## src/rtl/svc_pkg.sv

```systemverilog
package svc_pkg;
  typedef enum logic [3:0] {
    ST_IDLE = 4'h0,
    ST_ELEV = 4'h2,
    ST_CHAL = 4'h3,
    ST_AUTH = 4'h4,
    ST_EXIT = 4'hA
  } svc_state_e;

  localparam logic [7:0] OP_KEEP = 8'h6B;
  localparam logic [7:0] OP_ELEV = 8'h30;
  localparam logic [7:0] OP_CHAL = 8'h54;
  localparam logic [7:0] OP_KEY  = 8'h65;
  localparam logic [7:0] OP_EXIT = 8'h7D;
  localparam logic [7:0] OP_WR   = 8'h78;
  localparam logic [7:0] OP_RUN  = 8'h79;

  localparam logic [7:0] RSP_ACK   = 8'hA0;
  localparam logic [7:0] RSP_ALIVE = 8'h02;
  localparam logic [7:0] NRC_BAD   = 8'hE1;
  localparam logic [7:0] NRC_RANGE = 8'hE2;
  localparam logic [7:0] NRC_AUTH  = 8'hE3;
endpackage

```

## src/rtl/svc_uptime.sv

```systemverilog
module svc_uptime #(
  parameter int MIN_TICKS = 100
) (
  input  logic clk_i,
  input  logic rst_ni,
  input  logic tick_i,
  output logic up_ok_o
);
  localparam int CW = $clog2(MIN_TICKS + 1);
  localparam logic [CW-1:0] LIMIT = CW'(MIN_TICKS);

  logic [CW-1:0] cnt_q;

  always_ff @(posedge clk_i or negedge rst_ni) begin
    if (!rst_ni) cnt_q <= '0;
    else if (tick_i && cnt_q != LIMIT) cnt_q <= cnt_q + CW'(1);
  end

  assign up_ok_o = (cnt_q == LIMIT);

  AST_UP_SAT: assert property (@(posedge clk_i) disable iff (!rst_ni)
    up_ok_o |=> up_ok_o);
endmodule

```

## src/rtl/svc_win.sv

```systemverilog
module svc_win #(
  parameter logic [31:0] WIN_BASE = 32'hB001_0000,
  parameter logic [31:0] WIN_SIZE = 32'h0000_5000,
  parameter int          LW       = 12
) (
  input  logic [31:0]   off_i,
  input  logic [LW-1:0] dlen_i,
  input  logic [LW-1:0] idx_i,
  output logic          fit_o,
  output logic [31:0]   addr_o
);
  logic [32:0] span;

  // 33-bit sum so a huge offset cannot wrap into the window
  assign span   = {1'b0, off_i} + 33'(dlen_i);
  assign fit_o  = span <= {1'b0, WIN_SIZE};
  assign addr_o = WIN_BASE + off_i + 32'(idx_i);
endmodule

```

## src/rtl/svc_rsp.sv

```systemverilog
module svc_rsp (
  input  logic       clk_i,
  input  logic       rst_ni,
  input  logic       load_i,
  input  logic       two_i,
  input  logic [7:0] b0_i,
  input  logic [7:0] b1_i,
  output logic       rsp_valid_o,
  output logic [7:0] rsp_byte_o
);
  logic       pend_q;
  logic [7:0] b1_q;

  always_ff @(posedge clk_i or negedge rst_ni) begin
    if (!rst_ni) begin
      pend_q      <= 1'b0;
      b1_q        <= '0;
      rsp_valid_o <= 1'b0;
      rsp_byte_o  <= '0;
    end else if (load_i) begin
      rsp_valid_o <= 1'b1;
      rsp_byte_o  <= b0_i;
      pend_q      <= two_i;
      b1_q        <= b1_i;
    end else if (pend_q) begin
      rsp_valid_o <= 1'b1;
      rsp_byte_o  <= b1_q;
      pend_q      <= 1'b0;
    end else begin
      rsp_valid_o <= 1'b0;
    end
  end

  AST_RSP_PAIR: assert property (@(posedge clk_i) disable iff (!rst_ni)
    (rsp_valid_o && rsp_byte_o == 8'h02) |-> $past(rsp_valid_o));
endmodule

```

## src/rtl/svc_fsm.sv

```systemverilog
module svc_fsm
  import svc_pkg::*;
#(
  parameter int          LW         = 12,
  parameter int          KEY_BYTES  = 256,
  parameter logic [31:0] WIN_BASE   = 32'hB001_0000,
  parameter logic [31:0] WIN_SIZE   = 32'h0000_5000,
  parameter logic [23:0] EXIT_CODE  = 24'h414357,
  parameter logic [15:0] RST_REASON = 16'h0200
) (
  input  logic          clk_i,
  input  logic          rst_ni,
  input  logic          in_valid_i,
  input  logic          in_first_i,
  input  logic [LW-1:0] in_len_i,
  input  logic [7:0]    in_byte_i,
  input  logic          auth_done_i,
  input  logic          auth_pass_i,
  input  logic          up_ok_i,
  input  logic          win_fit_i,
  input  logic [31:0]   win_addr_i,
  output logic [31:0]   win_off_o,
  output logic [LW-1:0] win_dlen_o,
  output logic [LW-1:0] win_idx_o,
  output logic          rsp_ld_o,
  output logic          rsp_two_o,
  output logic [7:0]    rsp_b0_o,
  output logic [7:0]    rsp_b1_o,
  output logic          key_valid_o,
  output logic [7:0]    key_byte_o,
  output logic          auth_check_o,
  output logic          chal_req_o,
  output logic          ram_we_o,
  output logic [31:0]   ram_addr_o,
  output logic [7:0]    ram_wdata_o,
  output logic [31:0]   cfg_w0_o,
  output logic [31:0]   cfg_w1_o,
  output logic          rst_req_o,
  output logic [15:0]   rst_reason_o,
  output logic          verify_start_o
);
  localparam logic [LW-1:0] KEY_LEN = LW'(KEY_BYTES + 1);
  localparam logic [LW-1:0] ONE     = LW'(1);
  localparam logic [LW-1:0] OFF_END = LW'(4);
  localparam logic [LW-1:0] DAT_BEG = LW'(5);
  localparam logic [LW-1:0] SH_END  = LW'(8);
  localparam logic [LW-1:0] ELEV_MIN = LW'(9);

  svc_state_e    st_q, st_d;
  logic [7:0]    op_q;
  logic [LW-1:0] len_q, cnt_q;
  logic          ok_q, wr_ok_q, wait_q, wait_d;
  logic [63:0]   sh_q, sh_next;
  logic [31:0]   off_q;

  logic [7:0]    cur_op;
  logic [LW-1:0] cur_len, cur_cnt;
  logic          last, legal_now, fit_end;
  logic          chal_d, run_d, rstq_d, chk_d, latch_d;

  function automatic logic legal_fn(input logic [7:0] op, input logic [LW-1:0] len,
                                    input svc_state_e st);
    case (op)
      OP_KEEP: return len == ONE;
      OP_ELEV: return st == ST_IDLE && len >= ELEV_MIN;
      OP_CHAL: return st == ST_ELEV && len == ONE;
      OP_KEY:  return st == ST_CHAL && len == KEY_LEN;
      OP_EXIT: return st != ST_EXIT && len == OFF_END;
      OP_WR:   return st == ST_AUTH && len >= DAT_BEG;
      OP_RUN:  return st == ST_AUTH && len == ONE;
      default: return 1'b0;
    endcase
  endfunction

  assign cur_op    = in_first_i ? in_byte_i : op_q;
  assign cur_len   = in_first_i ? in_len_i  : len_q;
  assign cur_cnt   = in_first_i ? '0        : cnt_q;
  assign last      = in_valid_i && (cur_cnt == cur_len - ONE);
  assign legal_now = in_first_i ? legal_fn(in_byte_i, in_len_i, st_q) : ok_q;

  // payload bytes 1..8 feed one shared shifter: words, exit code or offset
  assign sh_next = (in_valid_i && cur_cnt >= ONE && cur_cnt <= SH_END)
                   ? {sh_q[55:0], in_byte_i} : sh_q;

  assign win_off_o  = (cur_cnt == OFF_END) ? sh_next[31:0] : off_q;
  assign win_dlen_o = cur_len - DAT_BEG;
  assign win_idx_o  = cur_cnt - DAT_BEG;
  assign fit_end    = (cur_cnt == OFF_END) ? win_fit_i : wr_ok_q;

  always_comb begin
    rsp_ld_o  = 1'b0;
    rsp_two_o = 1'b0;
    rsp_b0_o  = NRC_BAD;
    rsp_b1_o  = RSP_ALIVE;
    st_d      = st_q;
    wait_d    = wait_q;
    chal_d    = 1'b0;
    run_d     = 1'b0;
    rstq_d    = 1'b0;
    chk_d     = 1'b0;
    latch_d   = 1'b0;
    if (wait_q && auth_done_i) begin
      rsp_ld_o = 1'b1;
      wait_d   = 1'b0;
      if (auth_pass_i) begin
        rsp_b0_o = RSP_ACK;
        st_d     = ST_AUTH;
      end else begin
        rsp_b0_o = NRC_AUTH;
        st_d     = ST_ELEV;
      end
    end else if (last) begin
      rsp_ld_o = 1'b1;
      if (legal_now) begin
        case (cur_op)
          OP_KEEP: begin
            rsp_b0_o  = RSP_ACK;
            rsp_two_o = 1'b1;
          end
          OP_ELEV: begin
            rsp_b0_o = RSP_ACK;
            st_d     = ST_ELEV;
            latch_d  = 1'b1;
          end
          OP_CHAL: begin
            if (up_ok_i) begin
              rsp_b0_o = RSP_ACK;
              chal_d   = 1'b1;
              st_d     = ST_CHAL;
            end
          end
          OP_KEY: begin
            rsp_ld_o = 1'b0;
            chk_d    = 1'b1;
            wait_d   = 1'b1;
          end
          OP_EXIT: begin
            rsp_b0_o = RSP_ACK;
            if (sh_next[23:0] == EXIT_CODE) begin
              st_d   = ST_EXIT;
              rstq_d = 1'b1;
            end
          end
          OP_WR:   rsp_b0_o = fit_end ? RSP_ACK : NRC_RANGE;
          OP_RUN: begin
            rsp_b0_o = RSP_ACK;
            run_d    = 1'b1;
          end
          default: rsp_b0_o = NRC_BAD;
        endcase
      end
    end
  end

  always_ff @(posedge clk_i or negedge rst_ni) begin
    if (!rst_ni) begin
      st_q           <= ST_IDLE;
      op_q           <= '0;
      len_q          <= '0;
      cnt_q          <= '0;
      ok_q           <= 1'b0;
      wr_ok_q        <= 1'b0;
      wait_q         <= 1'b0;
      sh_q           <= '0;
      off_q          <= '0;
      key_valid_o    <= 1'b0;
      key_byte_o     <= '0;
      auth_check_o   <= 1'b0;
      chal_req_o     <= 1'b0;
      ram_we_o       <= 1'b0;
      ram_addr_o     <= '0;
      ram_wdata_o    <= '0;
      cfg_w0_o       <= '0;
      cfg_w1_o       <= '0;
      rst_req_o      <= 1'b0;
      rst_reason_o   <= '0;
      verify_start_o <= 1'b0;
    end else begin
      st_q           <= st_d;
      wait_q         <= wait_d;
      chal_req_o     <= chal_d;
      verify_start_o <= run_d;
      rst_req_o      <= rstq_d;
      auth_check_o   <= chk_d;
      if (rstq_d) rst_reason_o <= RST_REASON;
      if (latch_d) begin
        cfg_w0_o <= sh_next[63:32];
        cfg_w1_o <= sh_next[31:0];
      end
      if (in_valid_i) begin
        if (in_first_i) begin
          op_q  <= in_byte_i;
          len_q <= in_len_i;
          ok_q  <= legal_fn(in_byte_i, in_len_i, st_q);
        end
        cnt_q <= cur_cnt + ONE;
        sh_q  <= sh_next;
        if (cur_cnt == OFF_END) begin
          off_q   <= sh_next[31:0];
          wr_ok_q <= win_fit_i;
        end
      end
      key_valid_o <= in_valid_i && cur_op == OP_KEY && cur_cnt >= ONE && legal_now;
      key_byte_o  <= in_byte_i;
      // range decided at the last offset byte, before any data byte lands
      ram_we_o    <= in_valid_i && cur_op == OP_WR && cur_cnt >= DAT_BEG && legal_now && wr_ok_q;
      ram_addr_o  <= win_addr_i;
      ram_wdata_o <= in_byte_i;
    end
  end

  AST_WR_IN_WIN: assert property (@(posedge clk_i) disable iff (!rst_ni)
    ram_we_o |-> (ram_addr_o >= WIN_BASE && ram_addr_o < WIN_BASE + WIN_SIZE));
  AST_RUN_AUTH: assert property (@(posedge clk_i) disable iff (!rst_ni)
    verify_start_o |-> st_q == ST_AUTH);
  AST_CHAL_UPTIME: assert property (@(posedge clk_i) disable iff (!rst_ni)
    chal_req_o |-> up_ok_i);
  AST_EXIT_STICKY: assert property (@(posedge clk_i) disable iff (!rst_ni)
    st_q == ST_EXIT |=> st_q == ST_EXIT);
  AST_RST_ENTRY: assert property (@(posedge clk_i) disable iff (!rst_ni)
    rst_req_o |-> (st_q == ST_EXIT && $past(st_q) != ST_EXIT));
  AST_AUTH_ENTRY: assert property (@(posedge clk_i) disable iff (!rst_ni)
    (st_q == ST_AUTH && $past(st_q) != ST_AUTH) |-> $past(st_q) == ST_CHAL);
  AST_ELEV_ENTRY: assert property (@(posedge clk_i) disable iff (!rst_ni)
    (st_q == ST_ELEV && $past(st_q) != ST_ELEV)
      |-> ($past(st_q) == ST_IDLE || $past(st_q) == ST_CHAL));
endmodule

```

## src/rtl/svc_shell.sv

```systemverilog
module svc_shell #(
  parameter int          LW         = 12,
  parameter int          KEY_BYTES  = 256,
  parameter int          MIN_TICKS  = 100,
  parameter logic [31:0] WIN_BASE   = 32'hB001_0000,
  parameter logic [31:0] WIN_SIZE   = 32'h0000_5000,
  parameter logic [23:0] EXIT_CODE  = 24'h414357,
  parameter logic [15:0] RST_REASON = 16'h0200
) (
  input  logic          clk_i,
  input  logic          rst_ni,
  input  logic          in_valid_i,
  input  logic          in_first_i,
  input  logic [LW-1:0] in_len_i,
  input  logic [7:0]    in_byte_i,
  input  logic          tick_i,
  input  logic          auth_done_i,
  input  logic          auth_pass_i,
  output logic          rsp_valid_o,
  output logic [7:0]    rsp_byte_o,
  output logic          key_valid_o,
  output logic [7:0]    key_byte_o,
  output logic          auth_check_o,
  output logic          chal_req_o,
  output logic          ram_we_o,
  output logic [31:0]   ram_addr_o,
  output logic [7:0]    ram_wdata_o,
  output logic [31:0]   cfg_w0_o,
  output logic [31:0]   cfg_w1_o,
  output logic          rst_req_o,
  output logic [15:0]   rst_reason_o,
  output logic          verify_start_o
);
  logic          up_ok, win_fit, rsp_ld, rsp_two;
  logic [31:0]   win_addr, win_off;
  logic [LW-1:0] win_dlen, win_idx;
  logic [7:0]    rsp_b0, rsp_b1;

  svc_uptime #(.MIN_TICKS(MIN_TICKS)) u_uptime (
    .clk_i, .rst_ni, .tick_i, .up_ok_o(up_ok)
  );

  svc_win #(.WIN_BASE(WIN_BASE), .WIN_SIZE(WIN_SIZE), .LW(LW)) u_win (
    .off_i(win_off), .dlen_i(win_dlen), .idx_i(win_idx),
    .fit_o(win_fit), .addr_o(win_addr)
  );

  svc_fsm #(
    .LW(LW), .KEY_BYTES(KEY_BYTES), .WIN_BASE(WIN_BASE), .WIN_SIZE(WIN_SIZE),
    .EXIT_CODE(EXIT_CODE), .RST_REASON(RST_REASON)
  ) u_fsm (
    .clk_i, .rst_ni, .in_valid_i, .in_first_i, .in_len_i, .in_byte_i,
    .auth_done_i, .auth_pass_i,
    .up_ok_i(up_ok), .win_fit_i(win_fit), .win_addr_i(win_addr),
    .win_off_o(win_off), .win_dlen_o(win_dlen), .win_idx_o(win_idx),
    .rsp_ld_o(rsp_ld), .rsp_two_o(rsp_two), .rsp_b0_o(rsp_b0), .rsp_b1_o(rsp_b1),
    .key_valid_o, .key_byte_o, .auth_check_o, .chal_req_o,
    .ram_we_o, .ram_addr_o, .ram_wdata_o, .cfg_w0_o, .cfg_w1_o,
    .rst_req_o, .rst_reason_o, .verify_start_o
  );

  svc_rsp u_rsp (
    .clk_i, .rst_ni, .load_i(rsp_ld), .two_i(rsp_two),
    .b0_i(rsp_b0), .b1_i(rsp_b1), .rsp_valid_o, .rsp_byte_o
  );
endmodule

```

## config.mk

```make
export PLATFORM = sky130hd
export DESIGN_NAME = svc_shell
export DESIGN_NICKNAME = d
export VERILOG_FILES = /design/src/rtl/svc_pkg.sv /design/src/rtl/svc_uptime.sv /design/src/rtl/svc_win.sv /design/src/rtl/svc_rsp.sv /design/src/rtl/svc_fsm.sv /design/src/rtl/svc_shell.sv
export SDC_FILE = /design/constraint.sdc
export NUM_CORES = 1
export LEC_CHECK = 0
export BUFFER_PORTS_ARGS = -buffer_cell sky130_fd_sc_hd__buf_2
export CAP_MARGIN = 40
export CORE_AREA = 3 3 152 228
export DETAILED_ROUTE_END_ITERATION = 10
export DIE_AREA = 0 0 155 231
export GPL_ROUTABILITY_DRIVEN = 0
export PLACE_DENSITY = 0.62
export SLEW_MARGIN = 25
export SYNTH_ARGS = -nofsm -noshare
export SYNTH_HDL_FRONTEND = slang
export SYNTH_SLANG_ARGS = --single-unit
```

## constraint.sdc

```tcl
create_clock -name clk_i -period 11.11 [get_ports clk_i]
set_input_delay 0.5555 -clock clk_i [delete_from_list [all_inputs] [get_ports clk_i]]
set_output_delay 0.5555 -clock clk_i [all_outputs]
set_load 0.05 [all_outputs]
```

Yosys cells after proc, flatten, opt, wreduce, memory -nomap -nowiden
Index checks and enable logic that the tools add are counted.
- register bits after elaboration: 264
- bits of input ports: 27
- logic and storage cells: 155
- $add $sub $neg: 8
- order comparisons: 6
- equal/unequal tests: 28
- mux-type cells: 61
- reduce and logical (&&, ||, !) cells: 27
- operator list (cell ; number):
    $eq 8x7->1 const B ; 12
    $mux 64 ; 1
    $mux 8 ; 6
    $mux 1 ; 39
    $add 32x12->33 ; 1
    $le 33x15->1 const B ; 1
    $add 32x12->32 ; 1
    $add 32x32->32 const A ; 1
    $mux 32 ; 1
    $eq 12x3->1 const B ; 2
    $eq 24x23->1 const B ; 1
    $ge 12x3->1 const B ; 2
    $mux 12 ; 2
    $pmux 8 s3 ; 1
    $sub 12x3->12 const B ; 2
    $mux 7 ; 3
    $mux 4 ; 5
    $logic_and 1x1->1 ; 18
    $eq 8x6->1 const B ; 2
    $add 12x1->12 const B ; 1
    $eq 12x1->1 const B ; 1
    $eq 12x12->1 ; 1
    $eq 12x9->1 const B ; 1
    $ge 12x1->1 const B ; 1
    other kinds (19) ; 24

Depth between registers and ports, before layout
- depth in word-level cells: 15
- depth in mapped cells: 30
- mapped depth without buffers: 21

Cells and area by module
Synthesis repeated with hierarchy kept, for this count alone.
- cells, all modules: 1326
- area total of the unflattened synthesis: 15056.9 sq um
- modules (own cells, without submodules) (module ; instances ; cells an instance ; area an instance (sq um) ; seq. area each (sq um)):
    svc_fsm ; 1 ; 940 ; 11868.9 ; 6155.9
    svc_win ; 1 ; 298 ; 2084.5 ; 0.0
    svc_rsp ; 1 ; 56 ; 749.5 ; 450.4
    svc_uptime ; 1 ; 32 ; 354.1 ; 175.2

Worst setup path after synthesis
No wires, ideal clock.
- kind: input to register
- start: input in_first_i
- end: register u_rsp.rsp_byte_o[1]
- setup time: 0.123 ns
- arrival time: 6.520 ns
- slack: 4.466 ns
- stages: 28
- buffers on the path: 9
- cells stage by stage: buf_6 buf_6 buf_6 buf_2 clkbuf_1 buf_1 clkbuf_1 nor2b_1 inv_1 ha_1 nor2b_1 o221ai_2 nor2_2 clkbuf_1 buf_1 mux2i_1 o21ai_0 ha_1 o21ai_0 nor3_1 nand3_1 a31oi_1 o41ai_1 a311oi_1 o221ai_1 or4_1 a2bb2oi_1 nand2_1
- cells in the longest elaborated chain, start to end: 15
- ends and longest elaborated chain (item ; RTL line ; text):
    from (decl) ; svc_shell.sv:13 ; input logic in_first_i,
    $mux 12 * ; svc_fsm.sv:77 ; assign cur_cnt = in_first_i ? '0 : cnt_q;
    $ge 12x1->1 ; svc_fsm.sv:82 ; assign sh_next = (in_valid_i && cur_cnt >= ONE && cur_cnt <= SH_END)
    $logic_and 1x1->1 (2 in a row) ; svc_fsm.sv:82 ;
    $mux 64 ; svc_fsm.sv:83 ; ? {sh_q[55:0], in_byte_i} : sh_q;
    $mux 32 * ; svc_fsm.sv:85 ; assign win_off_o = (cur_cnt == OFF_END) ? sh_next[31:0] : off_q;
    named net u_fsm.win_off_o[6] ; svc_fsm.sv:22 ; output logic [31:0] win_off_o,
    $add 32x12->33 * ; svc_win.sv:15 ; assign span = {1'b0, off_i} + 33'(dlen_i);
    $le 33x15->1 * ; svc_win.sv:16 ; assign fit_o = span <= {1'b0, WIN_SIZE};
    $mux 1 * ; - ;
    $mux 7 * ; svc_fsm.sv:144 ; OP_WR: rsp_b0_o = fit_end ? RSP_ACK : NRC_RANGE;
    $pmux 8 s3 * ; svc_fsm.sv:115 ; case (cur_op)
    $mux 8 * ; svc_fsm.sv:114 ; if (legal_now) begin
    $mux 8 * ; svc_fsm.sv:112 ; end else if (last) begin
    $mux 8 * ; svc_fsm.sv:102 ; if (wait_q && auth_done_i) begin
    $mux 8 * ; svc_rsp.sv:20 ; end else if (load_i) begin
    to (signal assigned) ; svc_rsp.sv:22 ; rsp_byte_o <= b0_i;
    to (signal assigned) ; svc_rsp.sv:27 ; rsp_byte_o <= b1_q;
    to (decl) ; svc_rsp.sv:9 ; output logic [7:0] rsp_byte_o
The timed path passes the listed nets; every way through them passes the cells marked *.
A chain may end at the register's enable or synchronous reset.

Worst setup path after layout
- start: register u_fsm.cnt_q[0]
- end: register u_rsp.rsp_byte_o[1]
- cells in the longest elaborated chain, start to end: 15
- ends and longest elaborated chain (item ; RTL line ; text):
    from (decl) ; svc_fsm.sv:51 ; logic [LW-1:0] len_q, cnt_q;
    from (signal assigned) ; svc_fsm.sv:196 ; cnt_q <= cur_cnt + ONE;
    $mux 12 * ; svc_fsm.sv:77 ;
    $ge 12x1->1 ; svc_fsm.sv:82 ;
    $logic_and 1x1->1 (2 in a row) ; svc_fsm.sv:82 ;
    $mux 64 ; svc_fsm.sv:83 ;
    $mux 32 * ; svc_fsm.sv:85 ;
    named net u_fsm.win_off_o[1] ; svc_fsm.sv:22 ;
    $add 32x12->33 * ; svc_win.sv:15 ;
    $le 33x15->1 * ; svc_win.sv:16 ;
    $mux 1 * ; - ;
    $mux 7 * ; svc_fsm.sv:144 ;
    $pmux 8 s3 * ; svc_fsm.sv:115 ;
    $mux 8 * ; svc_fsm.sv:114 ;
    $mux 8 * ; svc_fsm.sv:112 ;
    $mux 8 * ; svc_fsm.sv:102 ;
    $mux 8 * ; svc_rsp.sv:20 ;
Marked as above.

==> impl_metrics.ini <==
[hold_path]
hold_path_class = in -> async

[placement]
port_buffers = 151
dp.final_hpwl_um = 31400
dp_slack_ns = 3.53
dp_cells = 2005
placed_cell_area_um2 = 15700

[drt]
dr_total_vias = 11800
viasPerCell = 5.76
first_pass_iters = 7
wirelength_met1_um = 16200
ant_nets = 0
dr_wl_met3_um = 1940
wl_per_cell_um = 20.6
initialDrtViolationCount = 729
top_layer_used = met4
dr_wl_met2_um = 21800
routed_wl_um = 42300
drc = 0

[final_layout]
final_cells = 2056
area_growth_pct = 13.5
seq_area_um2 = 6510
n_antenna_cell = 0
layout-drive-gt1-share_pct = 21.5
final_cell_mix = dfrtp_1, nand2_1, buf_2
design_area_um2 = 16700
layout.nets = 1681
multi_input_area_um2 = 7520
final_common_cell = dfrtp_1
num-fill-cells = 3018

[clock_network]
path_clk_slew_ns = 0.06
cts-htree-levels = 1
hold_buffers = 0
post_cts_buffers = 0
cts_tree = yes
cts_num_sinks = 260
cts_max_path_buffers = 3
cts-root-buf = clkbuf_16
clk_latency_ns = 0.56
cts_inserted_buffers = 27
cts_resized = 0

[power]
p_per_area_nw_per_um2 = 242
p_leak_nw = 7.94
irDropWorstVdd_mv = 0.128

[die]
io-pin-count = 170
dieArea_um2 = 35800
rows = 81
initial_utilization_pct = 45.1
core_um2 = 32700
die_x_um = 155
die_y_um = 231

[worst_setup_path]
worstSetupStartpointType = register
reg2reg_from = u_fsm.cnt_q[0]
startpoint = u_fsm.cnt_q[0]
crit_type = reg -> reg
crit_arrival_ns = 7.67
crit_fanout = 33
endpoint_kind = register
cp.required_ns = 11.54

[grt]
gr-total-overflow = 0
grt_max_degree = 121
antenna_found_initial = 0
grt_use_total_pct = 23.3
grt_pass1_wl_um = 66500
first_global_vias = 11900

[timing]
setup-tns-final_ns = 0
rsz0062_at_grt = no
period_share_pct = 65.1
setup_viol = 0
relSlewSlack_pct = 37.1
max_freq_mhz = 138
timing.final.max_slew_violations = 0
setup_ws_ns = 3.87
skew_ns = 0.0191
fin_crit_ns = 7.24
worst_pin_slew_ns = 0.939
hold_violations = 0

[job]
drv_cap = 0

[status]
status = completed

[synthesis]
syn_inst = 1504
synth_ff_type = dfrtp_1
synth_area_um2 = 14800
synth-edff-count = 0
yosysSeqAreaShare_pct = 44.1
synth-seq-cells = 260
synth_cell_types = 97
syn_avg_cell_area_um2 = 9.81
synth.yosys.warnings = 0
ys_async_sr_fraction_pct = 100
==> per-stage QoR <==
| stage | hold WS (ns) | util, % | power, mW |
|---|---|---|---|
| after floorplan | 0.260 | - | 2.55 |
| after global placement | 0.440 | 47.8 | 3.03 |
| after detailed placement | 0.446 | 48.1 | 3.05 |
| after CTS | 0.116 | 51.1 | 4.07 |
| after global routing | 0.143 | 51.2 | 4.29 |
| final | 0.0674 | 51.2 | 4.05 |
==> Yosys cell counts (8+ instances only) <==
| master | count | area share (%) |
|---|---|---|
| a21oi_1 | 56 | 1.9 |
| inv_1 | 64 | 1.6 |
| ha_1 | 31 | 2.6 |
| mux2i_1 | 32 | 2.2 |
| nand2_1 | 220 | 5.6 |
| xor2_1 | 19 | 1.1 |
| nor2_1 | 73 | 1.9 |
| nor3b_1 | 11 | 0.56 |
| o211ai_1 | 9 | 0.46 |
| nor2b_1 | 13 | 0.55 |
| xnor2_1 | 63 | 3.7 |
| a21boi_0 | 10 | 0.51 |
| nand2b_1 | 19 | 0.81 |
| buf_1 | 9 | 0.23 |
| clkbuf_1 | 34 | 0.86 |
| mux2_4 | 38 | 3.9 |
| and2_1 | 8 | 0.34 |
| nand3_1 | 30 | 1.0 |
| nand4_1 | 23 | 0.98 |
| nor4_1 | 19 | 0.81 |
| o21ai_0 | 98 | 3.3 |
| o21a_1 | 10 | 0.51 |
| mux2_2 | 55 | 4.2 |
| a211oi_1 | 9 | 0.46 |
| nor3_1 | 38 | 1.3 |
| buf_4 | 30 | 1.5 |
| dfrtp_1 | 260 | 44 |
| and3_1 | 11 | 0.47 |
| a31oi_1 | 20 | 0.85 |
| a21o_1 | 16 | 0.81 |
| buf_2 | 17 | 0.58 |
| buf_6 | 9 | 0.69 |
==> state kept, by name, indices dropped and copies added (netlist names), 4 cells and up <==
register	flops
u_fsm.op_q	8
u_fsm.ram_addr_o	32
u_uptime.cnt_q	7
u_fsm.sh_q	64
u_rsp.rsp_byte_o	4
u_fsm.cfg_w1_o	32
u_fsm.st_q	4
u_fsm.cnt_q	12
u_fsm.len_q	12
u_fsm.key_byte_o	8
u_fsm.off_q	32
u_fsm.cfg_w0_o	32
==> final timing paths <==
kind | to | slack, ns | cells after the start
min | u_fsm.cfg_w0_o[28] | 0.07 | 1
max reg2reg | u_rsp.rsp_byte_o[1] | 3.87 | 20
max in group asynchronous | u_fsm.ram_addr_o[29] | 9.72 | 3
min in group clk_i | u_fsm.key_byte_o[2] | 0.21 | 1
min reg2reg | u_rsp.b1_q[1] | 0.46 | 1
max | u_rsp.rsp_byte_o[1] | 3.87 | 20
==> final cells by class <==
type                       instances  area share [%]
clock buffer                      36            4.65
clock inverter                    13            1.21
inverter                          64            1.43
multi-input combinational       1098            44.9
sequential                       260            38.9
tap                              415            3.10
timing repair buffer             170            5.87
==> cells by family after synthesis <==
kind of cell | share of synthesized area, %
adder cells (fa/ha/maj) | 2.90
multiplexers | 10.5
flip-flops | 44.1
AND/OR/NAND/NOR | 17.9
XOR/XNOR | 4.87
other | 0.0254
buffers and inverters | 5.51
AO/OA/AOI/OAI | 14.2
==> worst max-delay path, cell delays in order (launching register included) <==
cell	delay, ns
dfrtp_1	0.42
nor2b_1	0.37
inv_1	0.18
ha_1	0.26
nand2b_1	0.20
o221ai_2	0.36
nor2_4	0.72
buf_4	0.47
mux2i_1	0.43
o21ai_0	0.37
ha_1	0.43
a211oi_1	0.12
o21ai_0	0.35
nand3_1	0.20
a31oi_1	0.72
o41ai_1	0.16
a311oi_1	0.43
o221ai_1	0.16
or4_1	0.49
a2bb2oi_1	0.15
nand2_1	0.07
==> power by group <==
| part | switching (mW) | internal, mW |
|---|---|---|
| combinational | 1.13 | 0.562 |
| clock | 0.393 | 0.609 |
| sequential | 0.174 | 1.19 |
==> layer usage <==
layer  vias up  track usage (%)
met5         -                0
met4         0             11.8
met3       114             2.83
met2       405             41.5
met1      5774             27.3
li1       5554                -
Power figures use the tool's default switching activity.
